## config.mk

```make
export PLATFORM = sky130hd
export DESIGN_NAME = dual_timer
export DESIGN_NICKNAME = d
export VERILOG_FILES = /design/src/rtl/dtmr_pkg.sv /design/src/rtl/dtmr_insync.sv /design/src/rtl/dtmr_prescaler.sv /design/src/rtl/dtmr_downcount.sv /design/src/rtl/dual_timer.sv
export SDC_FILE = /design/constraint.sdc
export NUM_CORES = 1
export LEC_CHECK = 0
export BUFFER_PORTS_ARGS = -buffer_cell sky130_fd_sc_hd__buf_2
export CAP_MARGIN = 20
export CORE_ASPECT_RATIO = 2
export CORE_MARGIN = 2
export CORE_UTILIZATION = 50
export CTS_CLUSTER_SIZE = 8
export DETAILED_ROUTE_END_ITERATION = 12
export PLACE_DENSITY_LB_ADDON = 0.05
export SYNTH_ARGS = -nofsm -noshare
export SYNTH_HDL_FRONTEND = slang
export SYNTH_HIERARCHICAL = 1
export SYNTH_SLANG_ARGS = --single-unit
export TNS_END_PERCENT = 100
```

## constraint.sdc

```tcl
create_clock -name clk -period 2.9 [get_ports clk]
set_clock_uncertainty 0.2 [all_clocks]
set_input_delay 0.145 -clock clk [delete_from_list [all_inputs] [get_ports clk]]
set_output_delay 0.145 -clock clk [all_outputs]
set_load 0.05 [all_outputs]
```

## src/rtl/dtmr_pkg.sv

```systemverilog
package dtmr_pkg;
  localparam int AW  = 3;
  localparam int NCH = 2;

  typedef enum logic [1:0] {
    IN_CLOCK     = 2'd0,
    IN_GATE      = 2'd1,
    IN_TRIG_ONCE = 2'd2,
    IN_TRIG_RE   = 2'd3
  } in_mode_e;

  typedef enum logic [1:0] {
    OUT_LOW = 2'd0,
    OUT_T0  = 2'd1,
    OUT_T1  = 2'd2,
    OUT_CLK = 2'd3
  } out_mode_e;

  localparam logic [AW-1:0] ADDR_MODE = 3'd0;
  localparam logic [AW-1:0] ADDR_CNT0 = 3'd1;
  localparam logic [AW-1:0] ADDR_CNT1 = 3'd2;
  localparam logic [AW-1:0] ADDR_PRE0 = 3'd3;
  localparam logic [AW-1:0] ADDR_PRE1 = 3'd4;
endpackage

```

## src/rtl/dtmr_insync.sv

```systemverilog
module dtmr_insync #(
  parameter int STAGES = 2
) (
  input  logic clk,
  input  logic rst_n,
  input  logic din,
  output logic level,
  output logic rise,
  output logic fall
);
  logic [STAGES-1:0] chain_q;
  logic              last_q;

  always_ff @(posedge clk or negedge rst_n) begin
    if (!rst_n) begin
      chain_q <= '0;
      last_q  <= 1'b0;
    end else begin
      chain_q <= {chain_q[STAGES-2:0], din};
      last_q  <= chain_q[STAGES-1];
    end
  end

  assign level = chain_q[STAGES-1];
  assign rise  = level & ~last_q;
  assign fall  = ~level & last_q;
endmodule

```

## src/rtl/dtmr_prescaler.sv

```systemverilog
module dtmr_prescaler #(
  parameter int W = 6
) (
  input  logic         clk,
  input  logic         rst_n,
  input  logic         load,
  input  logic [W-1:0] modulo,
  input  logic         step,
  output logic         pulse
);
  logic [W-1:0] cnt_q;

  // A value of 0 wraps through 2**W-1 and so spans 2**W ticks.
  function automatic logic [W-1:0] pre_next(logic [W-1:0] c, logic [W-1:0] m);
    return (c == W'(1)) ? m : c - W'(1);
  endfunction

  assign pulse = step && !load && (cnt_q == W'(1));

  always_ff @(posedge clk or negedge rst_n) begin
    if (!rst_n)    cnt_q <= '0;
    else if (load) cnt_q <= modulo;
    else if (step) cnt_q <= pre_next(cnt_q, modulo);
  end
endmodule

```

## src/rtl/dtmr_downcount.sv

```systemverilog
module dtmr_downcount #(
  parameter int W = 8
) (
  input  logic         clk,
  input  logic         rst_n,
  input  logic         load,
  input  logic [W-1:0] init,
  input  logic         step,
  input  logic         reload,
  output logic [W-1:0] count,
  output logic         tc
);
  logic [W-1:0] cnt_q;

  function automatic logic [W-1:0] cnt_next(logic [W-1:0] c, logic [W-1:0] iv, logic rl);
    if (c == W'(1)) return rl ? iv : '0;
    return c - W'(1);
  endfunction

  assign tc    = step && !load && (cnt_q == W'(1));
  assign count = cnt_q;

  always_ff @(posedge clk or negedge rst_n) begin
    if (!rst_n)    cnt_q <= '0;
    else if (load) cnt_q <= init;
    else if (step) cnt_q <= cnt_next(cnt_q, init, reload);
  end
endmodule

```

## src/rtl/dual_timer.sv

```systemverilog
module dual_timer
  import dtmr_pkg::*;
#(
  parameter int DW      = 8,
  parameter int PRE_W   = 6,
  parameter int DIV_LOG = 2,
  parameter int SYNC_N  = 2
) (
  input  logic          clk,
  input  logic          rst_n,
  input  logic [AW-1:0] bus_addr,
  input  logic          bus_wr,
  input  logic [DW-1:0] bus_wdata,
  output logic [DW-1:0] bus_rdata,
  input  logic          tin,
  output logic          tout
);
  localparam int PRE_LSB = DW - PRE_W;

  logic [DIV_LOG-1:0]         div_q;
  logic                       tick_int;
  logic [NCH-1:0]             en_q, rl_q, load_ch, src_tick, pre_step, cstep, eoc, tog_q;
  logic [NCH-1:0][DW-1:0]     init_q, cnt_q;
  logic [NCH-1:0][PRE_W-1:0]  pmod_q;
  in_mode_e                   in_mode_q;
  out_mode_e                  out_mode_q;
  logic                       t1_int_q;
  logic                       tin_lvl, tin_rise, tin_fall;
  logic                       trig_fire, gate_ok, wr_mode;

  function automatic logic trig_accept(in_mode_e m, logic edge_f, logic running);
    case (m)
      IN_TRIG_ONCE: return edge_f && !running;
      IN_TRIG_RE:   return edge_f;
      default:      return 1'b0;
    endcase
  endfunction

  dtmr_insync #(.STAGES(SYNC_N)) u_sync (
    .clk(clk), .rst_n(rst_n), .din(tin),
    .level(tin_lvl), .rise(tin_rise), .fall(tin_fall)
  );

  always_ff @(posedge clk or negedge rst_n) begin
    if (!rst_n) div_q <= '0;
    else        div_q <= div_q + 1'b1;
  end
  assign tick_int = &div_q;

  assign wr_mode     = bus_wr && (bus_addr == ADDR_MODE);
  assign trig_fire   = trig_accept(in_mode_q, tin_fall, en_q[1]);
  assign gate_ok     = (in_mode_q != IN_GATE) || tin_lvl;
  assign load_ch[0]  = wr_mode && bus_wdata[0];
  assign load_ch[1]  = (wr_mode && bus_wdata[2]) || trig_fire;
  assign src_tick[0] = tick_int;
  assign src_tick[1] = t1_int_q ? tick_int : tin_rise;
  assign pre_step[0] = en_q[0] && src_tick[0];
  assign pre_step[1] = en_q[1] && src_tick[1] && gate_ok;

  for (genvar g = 0; g < NCH; g++) begin : g_ch
    dtmr_prescaler #(.W(PRE_W)) u_pre (
      .clk(clk), .rst_n(rst_n), .load(load_ch[g]), .modulo(pmod_q[g]),
      .step(pre_step[g]), .pulse(cstep[g])
    );
    dtmr_downcount #(.W(DW)) u_cnt (
      .clk(clk), .rst_n(rst_n), .load(load_ch[g]), .init(init_q[g]),
      .step(cstep[g]), .reload(rl_q[g]), .count(cnt_q[g]), .tc(eoc[g])
    );
  end

  always_ff @(posedge clk or negedge rst_n) begin
    if (!rst_n) tog_q <= '0;
    else        tog_q <= tog_q ^ eoc;
  end

  always_ff @(posedge clk or negedge rst_n) begin
    if (!rst_n) begin
      en_q       <= '0;
      rl_q       <= '0;
      init_q     <= '0;
      pmod_q     <= '0;
      in_mode_q  <= IN_CLOCK;
      out_mode_q <= OUT_LOW;
      t1_int_q   <= 1'b0;
    end else begin
      for (int i = 0; i < NCH; i++)
        if (eoc[i] && !rl_q[i]) en_q[i] <= 1'b0;
      if (trig_fire) en_q[1] <= 1'b1;
      if (bus_wr) begin
        case (bus_addr)
          ADDR_MODE: begin
            en_q       <= {bus_wdata[3], bus_wdata[1]};
            in_mode_q  <= in_mode_e'(bus_wdata[5:4]);
            out_mode_q <= out_mode_e'(bus_wdata[7:6]);
          end
          ADDR_CNT0: init_q[0] <= bus_wdata;
          ADDR_CNT1: init_q[1] <= bus_wdata;
          ADDR_PRE0: begin
            pmod_q[0] <= bus_wdata[DW-1:PRE_LSB];
            rl_q[0]   <= bus_wdata[0];
          end
          ADDR_PRE1: begin
            pmod_q[1] <= bus_wdata[DW-1:PRE_LSB];
            rl_q[1]   <= bus_wdata[0];
            t1_int_q  <= bus_wdata[1];
          end
          default: ;
        endcase
      end
    end
  end

  always_comb begin
    bus_rdata = '0;
    case (bus_addr)
      ADDR_MODE: begin
        bus_rdata[7:6] = out_mode_q;
        bus_rdata[5:4] = in_mode_q;
        bus_rdata[3]   = en_q[1];
        bus_rdata[1]   = en_q[0];
      end
      ADDR_CNT0: bus_rdata = cnt_q[0];
      ADDR_CNT1: bus_rdata = cnt_q[1];
      ADDR_PRE0, ADDR_PRE1: bus_rdata = '1;
      default: ;
    endcase
  end

  always_comb begin
    case (out_mode_q)
      OUT_T0:  tout = tog_q[0];
      OUT_T1:  tout = tog_q[1];
      OUT_CLK: tout = div_q[DIV_LOG-1];
      default: tout = 1'b0;
    endcase
  end
endmodule

```

Yosys cells after proc, flatten, opt, wreduce, memory -nomap -nowiden. Index checks and enable logic that the tools add are counted. Widths: inputs -> output; s select.

Reduce and logical (&&, ||, !) cells: 36. $add $sub $neg: 5. Bitwise gates (word level): 5. Equal/unequal tests: 14. Mux-type cells: 34.

Operators by type and width (count): $mux 8 (10); $mux 6 (6); $pmux 5 s4 (1); $logic_and 1x1->1 (17); $eq 8x1->1 const B (2); $sub 8x1->8 const B (2); $eq 6x1->1 const B (2); $reduce_and 2->1 (6); $sub 6x1->6 const B (2); $mux 1 (10); $pmux 1 s3 (3); $eq 2x2->1 const B (4); $reduce_bool 2->1 (4); $eq 3x2->1 const B (2); $logic_not 1->1 (5); $mux 2 (2); $pmux 1 s4 (1); $eq 3x1->1 const B (1); $eq 3x3->1 const B (1); $logic_not 3->1 (1); $add 2x1->2 const B (1); $and 1x1->1 (2); $eq 2x1->1 const B (1); $logic_or 1x1->1 (2); 5 further kinds (6).

Output and inout bits: 9. Bits in registers: 72. Logic and storage cells: 112. Input port bits: 15.

Depth between registers and ports, before layout. Gate-level depths: netlist of the first run.

Depth after elaboration: 15. Mapped depth: 11. Mapped depth without buffers: 10.

Cells and area by module. Netlist of the first run, hierarchy kept.

Modules (own cells, without submodules): dual_timer (cells each 169, area an instance 1936.9 um^2, instances 1); dtmr_downcount (cells each 61, area an instance 538.0 um^2, instances 2); dtmr_prescaler (cells each 55, area an instance 506.7 um^2, instances 2); dtmr_insync (cells each 5, area an instance 90.1 um^2, instances 1).

Least setup slack after synthesis of the first run. No wires, ideal clock.

Path kind: reg2reg. Start: register g_ch[1].u_pre.cnt_q[1]. End: register en_q[1]. Cell stages (with the launch flop): 11. Data required time: 2.568 ns. Library setup time: 0.132 ns. Arrival time: 2.211 ns. Buffers on the path: 0. Clock period less this slack: 2.543 ns. Setup slack: 0.357 ns. Cells stage by stage: dfrtp_1 > inv_1 > ha_1 > nor4b_4 > nand2_2 > nor3b_1 > nand2b_1 > nor2_1 > inv_1 > o21ai_0 > a31oi_1.

Word-level cells in the longest chain between the ends: 9.

Ends and longest elaborated chain: start: declaration (line dtmr_prescaler.sv:11) `logic [W-1:0] cnt_q;`; start signal: assignment (line dtmr_prescaler.sv:22) `else if (load) cnt_q <= modulo;`; start signal: assignment (line dtmr_prescaler.sv:23) `else if (step) cnt_q <= pre_next(cnt_q, modulo);`; $eq 6x1->1 (*) (line dtmr_prescaler.sv:18) `assign pulse = step && !load && (cnt_q == W'(1));`; $logic_and 1x1->1 (*) (line dtmr_prescaler.sv:18); named net cstep[1] (line dual_timer.sv:22) `logic [NCH-1:0] en_q, rl_q, load_ch, src_tick, pre_step, cstep, eoc, tog_q;`; $logic_and 1x1->1 (*) (2 in a row) (line dtmr_downcount.sv:20) `assign tc = step && !load && (cnt_q == W'(1));`; named net eoc[1] (line dual_timer.sv:22); $logic_and 1x1->1 (*) (line dual_timer.sv:87) `if (eoc[i] && !rl_q[i]) en_q[i] <= 1'b0;`; $mux 1 (*) (line dual_timer.sv:87); $mux 1 (*) (line dual_timer.sv:88) `if (trig_fire) en_q[1] <= 1'b1;`; $mux 2 (line dual_timer.sv:90) `case (bus_addr)`; $mux 2 (*) (line dual_timer.sv:89) `if (bus_wr) begin`; end signal: assignment (line dual_timer.sv:92) `en_q <= {bus_wdata[3], bus_wdata[1]};`; end: declaration (line dual_timer.sv:22).

Mark *: on every way through the listed nets, which the timed path passes. The rest lies on a longest branch. A chain may end at the register's enable or synchronous reset.

Final worst setup path of the first run.
Start: input port bus_addr[0]. End: register g_ch[0].u_cnt.cnt_q[5].

Word-level cells in the longest chain between the ends: 7.

Ends and longest elaborated chain: start: declaration (line dual_timer.sv:11) `input logic [AW-1:0] bus_addr,`; $logic_not 3->1 (line dual_timer.sv:50) `assign wr_mode = bus_wr && (bus_addr == ADDR_MODE);`; $logic_and 1x1->1 (line dual_timer.sv:50); $logic_and 1x1->1 (line dual_timer.sv:53) `assign load_ch[0] = wr_mode && bus_wdata[0];`; named net load_ch[0] (line dual_timer.sv:22); $logic_not 1->1 (line dtmr_prescaler.sv:18); $logic_and 1x1->1 (2 in a row) (line dtmr_prescaler.sv:18); named net cstep[0] (line dual_timer.sv:22); $reduce_bool 2->1 (no line); end signal: assignment (line dtmr_downcount.sv:25) `else if (load) cnt_q <= init;`; end signal: assignment (line dtmr_downcount.sv:26) `else if (step) cnt_q <= cnt_next(cnt_q, init, reload);`; end: declaration (line dtmr_downcount.sv:13) `logic [W-1:0] cnt_q;`.

The timed path passes the listed nets, and every way through them passes these cells.

==> out/results.tsv, run 1 <==
metric	value	unit
outcome	finished with violations	
failing checks	negative hold slack	
CTS tree	yes	
Fin Setup TNS	0	ns
WP data required	2.91	ns
post-route ant nets	0	
Setup crit end kind	flop	
wire per inst	18.3	um
CTS clk-pin slew, worst paths	0.05	ns
Post-CTS Hold Buffers	16	
sequential area share after synthesis	43.8	%
Routed WL	10.1	mm
WHS	-0.000431	ns
HPWL Detailed	7.25	mm
DR iter-0 viols	185	
placer congestion estimate	0.910	
first-pass detailed-route iteration total	4	
Core Rows	46	
Cell Pwr Density	787	mW/mm2
Endpoint, Worst Hold	init_q[2]	
Die Y	132	um
nets@finish	475	
Crit Path Max Fanout	8	
final setup fails	0	
ANT cells	0	
IO Pins	24	
final non-filler cell total	550	
Synth Cell Area	0.00412	mm2
EDFF count, synth	0	
initial core utilization	51.8	%
Final min period	2.45	ns
Critical-path top delay cell	dlygate4sd3_1	
Clock Path Buffers	2	
Remaining DRCs	0	
maximum vdd drop	0.504	mV
CP Launch Type	input port	
Total GRT Usage	24.6	%
depth of the CTS H-tree	3	
Mapped Cells	406	
depth of the worst hold-timing path	2	
post-layout util	59.8	%
core area	0.00794	mm2
largest net degree at the start of global routing	73	
Largest stage delay, worst path	0.53	ns
CTS root buf	clkbuf_16	
Slew Limit Fails	0	
yosys warns	6	
fmax	409	MHz
Sinks on Clock Net	72	
post-synthesis register bit count	72	
Post-synth ARST share	100	%
post-synthesis area per instance	10.1	um2
vias in the first global route	3294	
post-CTS setup repair buffer count	0	
routed vias	3245	
cell depth of the worst flop-to-flop path	9	
critical path class	input port to flop	
worst-path cell chain	dlygate4sd3_1 -> buf_2 -> nor4b_4 -> and2_1 -> nor3b_1 -> buf_4 -> nand2b_1 -> a21oi_2 -> a21o_1 -> a221o_1	
Leak Pwr	2.13	nW
layout cells sized above 1	23.6	%
TritonCTS buffer count	9	
Placed Instances	520	
Hold Crit Class	input port to flop	
first-pass GRT wire length	16.4	mm
relative slew slack	37.9	%
grt ovf	0	
min-delay src	bus_wdata[2]	
IO buf count	23	
Fin. Hold Viols	1	
Synth Net Count	430	
cts repair resizes	0	
initial antenna violation count	0	
MaxCap Viol Count	0	
R2R Path Start	g_ch[1].u_pre/cnt_q[1]	
Critical Path Source	bus_addr[0]	
vias per cell	5.90	
worst reg2reg path endpoint	g_ch[1].u_cnt/count[5]	
die area	0.00902	mm2
Post-Layout Inst Area	0.00475	mm2
area delta synth->final	15.4	%
period utilization	84.3	%
clock latency on the worst-skew pair	0.33	ns
Final Power	3.74	mW
Post-synth top flop	dfrtp_1	
unrepaired setup endpoints after global routing	false	
dpl cell area	0.00434	mm2
crit path DAT	2.46	ns
Yosys cell types	57	
Die Span X	68.2	um
r2r setup slk	0.54	ns
Worst Max-Slew Pin Slew	0.932	ns
through the flow:
| step | hold WS, ns | worst slack (ns) |
|---|---|---|
| after floorplan | -0.351 | 0.357 |
| after global placement | 0.0536 | 0.551 |
| after detailed placement | 0.0543 | 0.513 |
| after CTS | 0.000102 | 0.462 |
| after global routing | 0.0155 | 0.300 |
| final | -0.000431 | 0.454 |
worst max path at each step:
stage	cells past startpoint	endpoint	slack, ns
2_1_floorplan	10	en_q[1]	0.36
3_3_place_gp	11	en_q[0]	0.55
3_5_place_dp	11	en_q[0]	0.51
4_1_cts	10	g_ch[0].u_cnt/count[5]	0.46
5_1_grt	10	g_ch[1].u_cnt/count[5]	0.30
6_report	10	g_ch[0].u_cnt/count[5]	0.45
where the power goes:
part           total (mW)  internal (mW)  leakage, nW  switching (mW)
registers            1.68           1.29        0.875           0.392
logic                1.08          0.501         1.13           0.584
clock network       0.978          0.591        0.126           0.387
logic make-up (layout without fill, tap and decap cells):
group | after synthesis | count (layout) | synth area share (%)
fa+ha+maj | 9 | 9 | 2.74
mux | 37 | 37 | 9.97
xor+xnor | 2 | 2 | 0.426
buf+inv | 54 | 102 | 5.93
flops | 72 | 72 | 43.8
simple gates | 136 | 136 | 20.1
compound gates | 96 | 96 | 17.1
synth_stat cells, types with 3 or more instances:
cell | instances | share of area, %
nor4b_4 | 3 | 1.7
and2_1 | 6 | 0.91
a32oi_1 | 4 | 0.85
a221o_1 | 4 | 0.97
o22a_1 | 6 | 1.3
o21ai_0 | 20 | 2.4
o21a_1 | 4 | 0.73
nand2_1 | 34 | 3.1
buf_2 | 9 | 1.1
dfrtp_1 | 72 | 44
buf_6 | 3 | 0.82
inv_1 | 38 | 3.5
a31o_2 | 4 | 0.85
a21oi_1 | 24 | 2.9
nor2_1 | 27 | 2.5
nor4_1 | 4 | 0.61
nor3b_1 | 5 | 0.91
or3_1 | 4 | 0.61
ha_1 | 9 | 2.7
nor2b_1 | 5 | 0.76
mux2_2 | 32 | 8.8
a22oi_1 | 4 | 0.73
nor3_1 | 17 | 2.1
nand3_1 | 6 | 0.73
mux2i_1 | 5 | 1.2
final cells by class:
| type | instances | area (um2) |
|---|---|---|
| inverter | 38 | 143 |
| sequential | 72 | 1800 |
| tap | 96 | 120 |
| fill | 694 | 3190 |
| clock inverter | 1 | 5.00 |
| timing repair buffer | 50 | 360 |
| clock buffer | 13 | 250 |
| multi-input combinational | 280 | 2070 |
cells in the final DEF, fill, tap and decap left out, types with 6 or more instances in the layout:
cell,n
a21oi_1,24
and2_1,6
buf_2,22
buf_4,12
clkbuf_16,9
dfrtp_1,72
dlygate4sd3_1,16
ha_1,9
inv_1,38
mux2_2,32
nand2_1,34
nand3_1,6
nor2_1,27
nor3_1,17
o21ai_0,20
o22a_1,6
critical path: cells and delay by family:
| kind | cells | cell delay [ns] |
|---|---|---|
| simple gates | 4 | 0.92 |
| compound gates | 3 | 0.57 |
| buf+inv | 3 | 0.83 |
flip-flops by register name (all words and copies together) (netlist names):
name	cells
init_q	16
div_q	2
t1_int_q	1
rl_q	2
g_ch.u_cnt/count	16
out_mode_q	2
tog_q	2
pmod_q	12
en_q	2
in_mode_q	2
u_sync/chain_q	2
u_sync/last_q	1
g_ch.u_pre/cnt_q	12
layer usage:
metal / track usage [%] / up-vias / routed length (um)
met1: 27.7 / 1594 / 3960
met4: 11.9 / 0 / 291
met5: 0 / - / 0
met3: 4.95 / 27 / 335
li1: - / 1555 / -
met2: 42.4 / 69 / 5500
Power figures use the tool's default switching activity.
==> inputs of run 2 (changes only) <==
clock period = 2.4 ns   (was 2.9 ns; I/O delays follow)
==> out/results.tsv, run 2 (same netlist as run 1, synthesis figures left out) <==
metric	value	unit	change
CP Launch Type	flop		was input port
Routed WL	10.5	mm	was 10.1 mm
outcome	completed		was finished with violations
IO Pins	24		unchanged
Slew Limit Fails	0		unchanged
CTS root buf	clkbuf_16		unchanged
Fin Setup TNS	0	ns	unchanged
Sinks on Clock Net	72		unchanged
relative slew slack	36.8	%	was 37.9%
Met3 Wirelength	266	um	was 335 um
r2r setup slk	0.13	ns	was 0.54 ns
cell depth of the worst flop-to-flop path	9		unchanged
WHS	0.0465	ns	was -0.000431 ns
worst reg2reg path endpoint	g_ch[0].u_cnt/count[5]		was g_ch[1].u_cnt/count[5]
fmax	441	MHz	
Remaining DRCs	0		unchanged
clock latency on the worst-skew pair	0.34	ns	was 0.33 ns
critical path class	flop to flop		was input port to flop
period utilization	94.4	%	
layout cells sized above 1	29.3	%	was 23.6%
Final min period	2.27	ns	
vias per cell	5.88		was 5.90
Die Span X	68.2	um	unchanged
wire per inst	18.9	um	was 18.3 um
routed wl met2	5.74	mm	was 5.50 mm
maximum vdd drop	0.745	mV	was 0.504 mV
CP bufs+invs	2		was 3
Highest Signal Layer	met4		unchanged
initial core utilization	51.8	%	unchanged
CTS clk-pin slew, worst paths	0.06	ns	was 0.05 ns
WP data required	2.42	ns	was 2.91 ns
R2R Path Start	g_ch[0].u_pre/cnt_q[1]		was g_ch[1].u_pre/cnt_q[1]
final setup fails	0		unchanged
post-layout util	62.4	%	was 59.8%
core area	0.00794	mm2	unchanged
HPWL Detailed	7.47	mm	was 7.25 mm
Crit Path Max Fanout	5		was 8
MaxCap Viol Count	0		unchanged
Leak Pwr	2.23	nW	was 2.13 nW
commonest non-fill, non-tap cell in the layout	dfrtp_1		unchanged
initial antenna violation count	0		unchanged
Critical Path Source	g_ch[0].u_pre/cnt_q[1]		was bus_addr[0]
dpl ws	0.0909	ns	was 0.513 ns
ANT cells	0		unchanged
Cell Pwr Density	1010	mW/mm2	was 787 mW/mm2
Final Power	5.02	mW	was 3.74 mW
nets@finish	480		was 475
first-pass GRT wire length	17.1	mm	was 16.4 mm
placer congestion estimate	0.848		was 0.910
dpl cell area	0.00441	mm2	was 0.00434 mm2
delay-heaviest family, CP	simple AND/OR/NAND/NOR gates		unchanged
Fin. Hold Viols	0		was 1
end of the critical path	g_ch[0].u_cnt/count[5]		unchanged
Core Rows	46		unchanged
first-pass detailed-route iteration total	4		unchanged
depth of the CTS H-tree	3		unchanged
post-route ant nets	0		unchanged
die area	0.00902	mm2	unchanged
IO buf count	23		unchanged
worst setup margin	0.134	ns	was 0.454 ns
Critical-path top delay cell	dfrtp_1		was dlygate4sd3_1
Largest stage delay, worst path	0.37	ns	was 0.53 ns
routed vias	3274		was 3245
Crit path depth	9		was 10
area delta synth->final	20.5	%	was 15.4%
worst-path cell chain	inv_1 -> ha_2 -> nor4b_4 -> nand2_2 -> nor3b_4 -> buf_6 -> nor2_2 -> a21o_1 -> a221o_1		was dlygate4sd3_1 -> buf_2 -> nor4b_4 -> and2_1 -> nor3b_1 -> buf_4 -> nand2b_1 -> a21oi_2 -> a21o_1 -> a221o_1
crit path DAT	2.28	ns	was 2.46 ns
Worst Max-Slew Pin Slew	0.948	ns	was 0.932 ns
FILL cells	655		was 694
vias in the first global route	3411		was 3294
final non-filler cell total	557		was 550
Setup crit end kind	flop		unchanged
largest net degree at the start of global routing	73		unchanged
Post-Layout Inst Area	0.00496	mm2	was 0.00475 mm2
Clock Path Buffers	2		unchanged
grt ovf	0		unchanged
Hold Crit Class	input port to flop		unchanged
met1 wire length	4.17	mm	was 3.96 mm
TritonCTS buffer count	9		unchanged
DR iter-0 viols	136		was 185
CTS tree	yes		unchanged
Die Y	132	um	unchanged
Total GRT Usage	25.6	%	was 24.6%
Placed Instances	529		was 520
most frequent cells in the layout	dfrtp_1 (72), inv_1 (38), nand2_1 (34)		unchanged
-- run 2: cell types whose count changed in the layout (fill, tap and decap cells not counted), moves of 3 or more --
cell	change
buf_4	+9
dlygate4sd3_1	-6
nor2_1	-4
nor2_2	+4
bufinv_16	+3
clkbuf_1	-3
-- run 2: repair_timing --
item | in CTS | in global routing
hold buffers | 10 | 0
buffers inserted | 0 | 2
hold endpoints to repair | 106 | 0
endpoints found under the setup margin | 0 | 12
gates resized for setup | 0 | 18
-- run 2: worst min-delay path by stage --
| stage | startpoint | end | slack, ns | cells after the start |
|---|---|---|---|---|
| after detailed placement | tin | u_sync/chain_q[0] | 0.03 | 1 |
| after CTS | bus_addr[2] | in_mode_q[1] | 0.04 | 5 |
| final | bus_addr[2] | in_mode_q[1] | 0.05 | 5 |
| after floorplan | rst_n | div_q[0] | -0.38 | 0 |
| after global placement | tin | u_sync/chain_q[0] | 0.03 | 1 |
| after global routing | bus_addr[2] | out_mode_q[1] | 0.06 | 5 |
-- run 2: per-layer routing --
layer,track usage (%),vias up
li1,-,1568
met1,29.9,1616
met2,43.7,64
met3,4.36,26
met4,12.2,0
met5,0,-
-- run 2: power breakdown --
group          internal [mW]  switching (mW)  leakage [nW]
Clock                   1.07           0.511         0.172
Combinational          0.668           0.792          1.18
Sequential              1.55           0.428         0.875
-- run 2: cell type report --
class / instances / area (um2) / share of cell area, %
clock buffers: 11 / 253 / 5.10
clock inverters: 5 / 103 / 2.07
inverters: 38 / 143 / 2.88
multi-input cells: 280 / 2150 / 43.3
flip-flops and latches: 72 / 1800 / 36.3
well taps: 96 / 120 / 2.42
repair buffers: 55 / 390 / 7.87
-- run 2: worst min-delay path: cells and delay by family --
kind                   cells  cell delay, ns
buffers and inverters      2            0.26
AND/OR/NAND/NOR            3            0.16
==> inputs of run 3 (changes only) <==
SYNTH_HIERARCHICAL = default   (was 1)
==> out/results.tsv, run 3 <==
metric	value	unit	change
relative slew slack	57.4	%	was 36.8%
Routed WL	9.44	mm	was 10.5 mm
vias in the first global route	3152		was 3411
post-synthesis area per instance	10.1	um2	about the same
sequential area share after synthesis	45.4	%	was 43.8%
Sinks on Clock Net	72		unchanged
Slew Limit Fails	0		unchanged
wire per inst	17.8	um	was 18.9 um
IO Pins	24		unchanged
placer congestion estimate	0.874		was 0.848
Setup crit end kind	flop		unchanged
clock latency on the worst-skew pair	0.34	ns	about the same
depth of the CTS H-tree	3		unchanged
clock power share	28.8	%	was 31.5%
nets@finish	453		was 480
combinational group share of total power	30.0	%	was 29.1%
outcome	completed		unchanged
Int Power	2.94	mW	was 3.29 mW
Cell Pwr Density	998	mW/mm2	was 1010 mW/mm2
most frequent cells in the layout	dfrtp_1 (72), nand2_1 (38), mux2_2 (32)		was dfrtp_1 (72), inv_1 (38), nand2_1 (34)
first-pass GRT wire length	15.8	mm	was 17.1 mm
WHS	0.0690	ns	was 0.0465 ns
CTS tree	yes		unchanged
Synth Cell Area	0.00397	mm2	was 0.00412 mm2
Highest Signal Layer	met4		unchanged
largest net degree at the start of global routing	48		was 73
MaxCap Viol Count	0		unchanged
Post-synth top flop	dfrtp_1		unchanged
Remaining DRCs	0		unchanged
dpl cell area	0.00419	mm2	was 0.00441 mm2
Hold Crit Class	input port to flop		unchanged
Switch Pwr	1.64	mW	was 1.73 mW
period utilization	88.8	%	was 94.4%
Total GRT Usage	24.2	%	was 25.6%
Crit Path Max Fanout	7		was 5
Yosys cell types	68		was 57
Core Rows	46		unchanged
top-area cell type share of the netlist area	45.4	%	was 43.8%
initial core utilization	50.7	%	was 51.8%
Fin. Hold Viols	0		unchanged
Clock Path Buffers	2		unchanged
switching part of the total power	35.8	%	was 34.5%
worst setup margin	0.268	ns	was 0.134 ns
crit path DAT	2.14	ns	was 2.28 ns
Fin Setup TNS	0	ns	unchanged
Met3 Wirelength	412	um	was 266 um
top cells by area, synth	dfrtp_1 (45%), mux2_2 (9.1%), nand2_1 (3.6%), o21ai_0 (3.4%), a21oi_1 (3.3%)		was dfrtp_1 (44%), mux2_2 (8.8%), inv_1 (3.5%), nand2_1 (3.1%), a21oi_1 (2.9%)
die area	0.00871	mm2	was 0.00902 mm2
TritonCTS buffer count	9		unchanged
routed vias	3264		was 3274
EDFF count, synth	0		unchanged
routed wl met2	4.70	mm	was 5.74 mm
post-route ant nets	0		unchanged
vias per cell	6.16		was 5.88
Final Power	4.58	mW	was 5.02 mW
Synth Net Count	418		was 430
CTS clk-pin slew, worst paths	0.06	ns	about the same
CP Launch Type	flop		unchanged
Flop pwr share	41.2	%	was 39.4%
maximum vdd drop	0.566	mV	was 0.745 mV
WP data required	2.41	ns	was 2.42 ns
Die Y	130	um	was 132 um
CTS root buf	clkbuf_16		unchanged
Worst Max-Slew Pin Slew	0.634	ns	was 0.948 ns
cell taking the most area after synthesis	dfrtp_1		unchanged
met1 wire length	3.90	mm	was 4.17 mm
FILL cells	710		was 655
post-synthesis register bit count	72		unchanged
Leak Pwr	1.94	nW	was 2.23 nW
synth cell count leaders	dfrtp_1 (72), nand2_1 (38), mux2_2 (32)		was dfrtp_1 (72), inv_1 (38), nand2_1 (34)
first-pass detailed-route iteration total	5		was 4
cts repair resizes	0		unchanged
fmax	469	MHz	was 441 MHz
grt ovf	0		unchanged
HPWL Detailed	6.82	mm	was 7.47 mm
dpl ws	0.299	ns	was 0.0909 ns
unrepaired setup endpoints after global routing	false		
layout cells sized above 1	22.1	%	was 29.3%
core area	0.00783	mm2	was 0.00794 mm2
DR iter-0 viols	406		was 136
Mapped Cells	394		was 406
initial antenna violation count	0		unchanged
Final min period	2.13	ns	was 2.27 ns
Post-Layout Inst Area	0.00458	mm2	was 0.00496 mm2
yosys warns	0		was 6
IO buf count	23		unchanged
count leader, synth	dfrtp_1		unchanged
critical path class	flop to flop		unchanged
ANT cells	0		unchanged
final setup fails	0		unchanged
commonest non-fill, non-tap cell in the layout	dfrtp_1		unchanged
Die Span X	67.0	um	was 68.2 um
Post-synth ARST share	100	%	unchanged
area delta synth->final	15.5	%	was 20.5%
==> run 3: metal layers <==
layer | up-vias | GRT usage (%)
met5 | - | 0
met3 | 30 | 3.79
li1 | 1527 | -
met4 | 0 | 13.9
met2 | 103 | 38.2
met1 | 1604 | 31.2
==> run 3: critical path: stages, from the launching register on <==
cell	delay, ns
dfrtp_1	0.45
or4_4	0.62
o32ai_4	0.36
nor2_1	0.08
a211oi_1	0.23
a21oi_1	0.07
==> run 3: worst paths after layout <==
path / from / end / slack, ns / depth (start not counted)
max: g_ch[0].u_cnt.count[3] / g_ch[0].u_cnt.count[0] / 0.27 / 5
min: bus_addr[0] / out_mode_q[0] / 0.07 / 5
max reg2reg: g_ch[0].u_cnt.count[3] / g_ch[0].u_cnt.count[0] / 0.27 / 5
min reg2reg: u_sync.chain_q[0] / u_sync.chain_q[1] / 0.15 / 0
max in group asynchronous: rst_n / pmod_q[11] / 1.21 / 3
min in group asynchronous: rst_n / pmod_q[3] / 0.13 / 2
==> run 3: cell families (layout without fill, tap and decap cells) <==
group | Yosys count | count (layout) | synth area share [%]
and+or+nand+nor | 123 | 123 | 17.0
AOI/OAI and AO/OA | 120 | 120 | 21.1
DFF | 72 | 72 | 45.4
buffers and inverters | 35 | 75 | 4.00
muxes | 32 | 32 | 9.08
adders and majority gates | 9 | 9 | 2.84
xor gates and xnor gates | 3 | 3 | 0.662
==> run 3: stage by stage <==
| step | cells | utilization, % |
|---|---|---|
| final | 530 | 58.6 |
| after global routing | 530 | 58.6 |
| after CTS | 530 | 58.6 |
| after detailed placement | 504 | 53.5 |
| after global placement | 504 | 53.5 |
| after floorplan | 394 | - |
==> run 3: power groups by stage <==
stage / Clock, mW / Sequential [mW] / Combinational, mW
after global placement: 0 / 1.89 / 1.31
after detailed placement: 0 / 1.90 / 1.35
after global routing: 1.38 / 1.94 / 1.54
final: 1.32 / 1.89 / 1.37
after floorplan: 0 / 1.79 / 1.05
after CTS: 1.35 / 1.88 / 1.37
==> run 3: final cells by class <==
class | instances | area [um2] | share of cell area (%)
clock inverter | 7 | 72.6 | 1.58
sequential | 72 | 1800 | 39.3
multi-input combinational | 287 | 2010 | 43.8
timing repair buffer | 41 | 288 | 6.28
inverter | 18 | 67.6 | 1.47
clock buffer | 9 | 225 | 4.91
tap | 96 | 120 | 2.62
==> run 3: timing repair <==
action	CTS	global route
endpoints found under the hold margin	59	0
hold buffers	10	0
buffers inserted	0	0
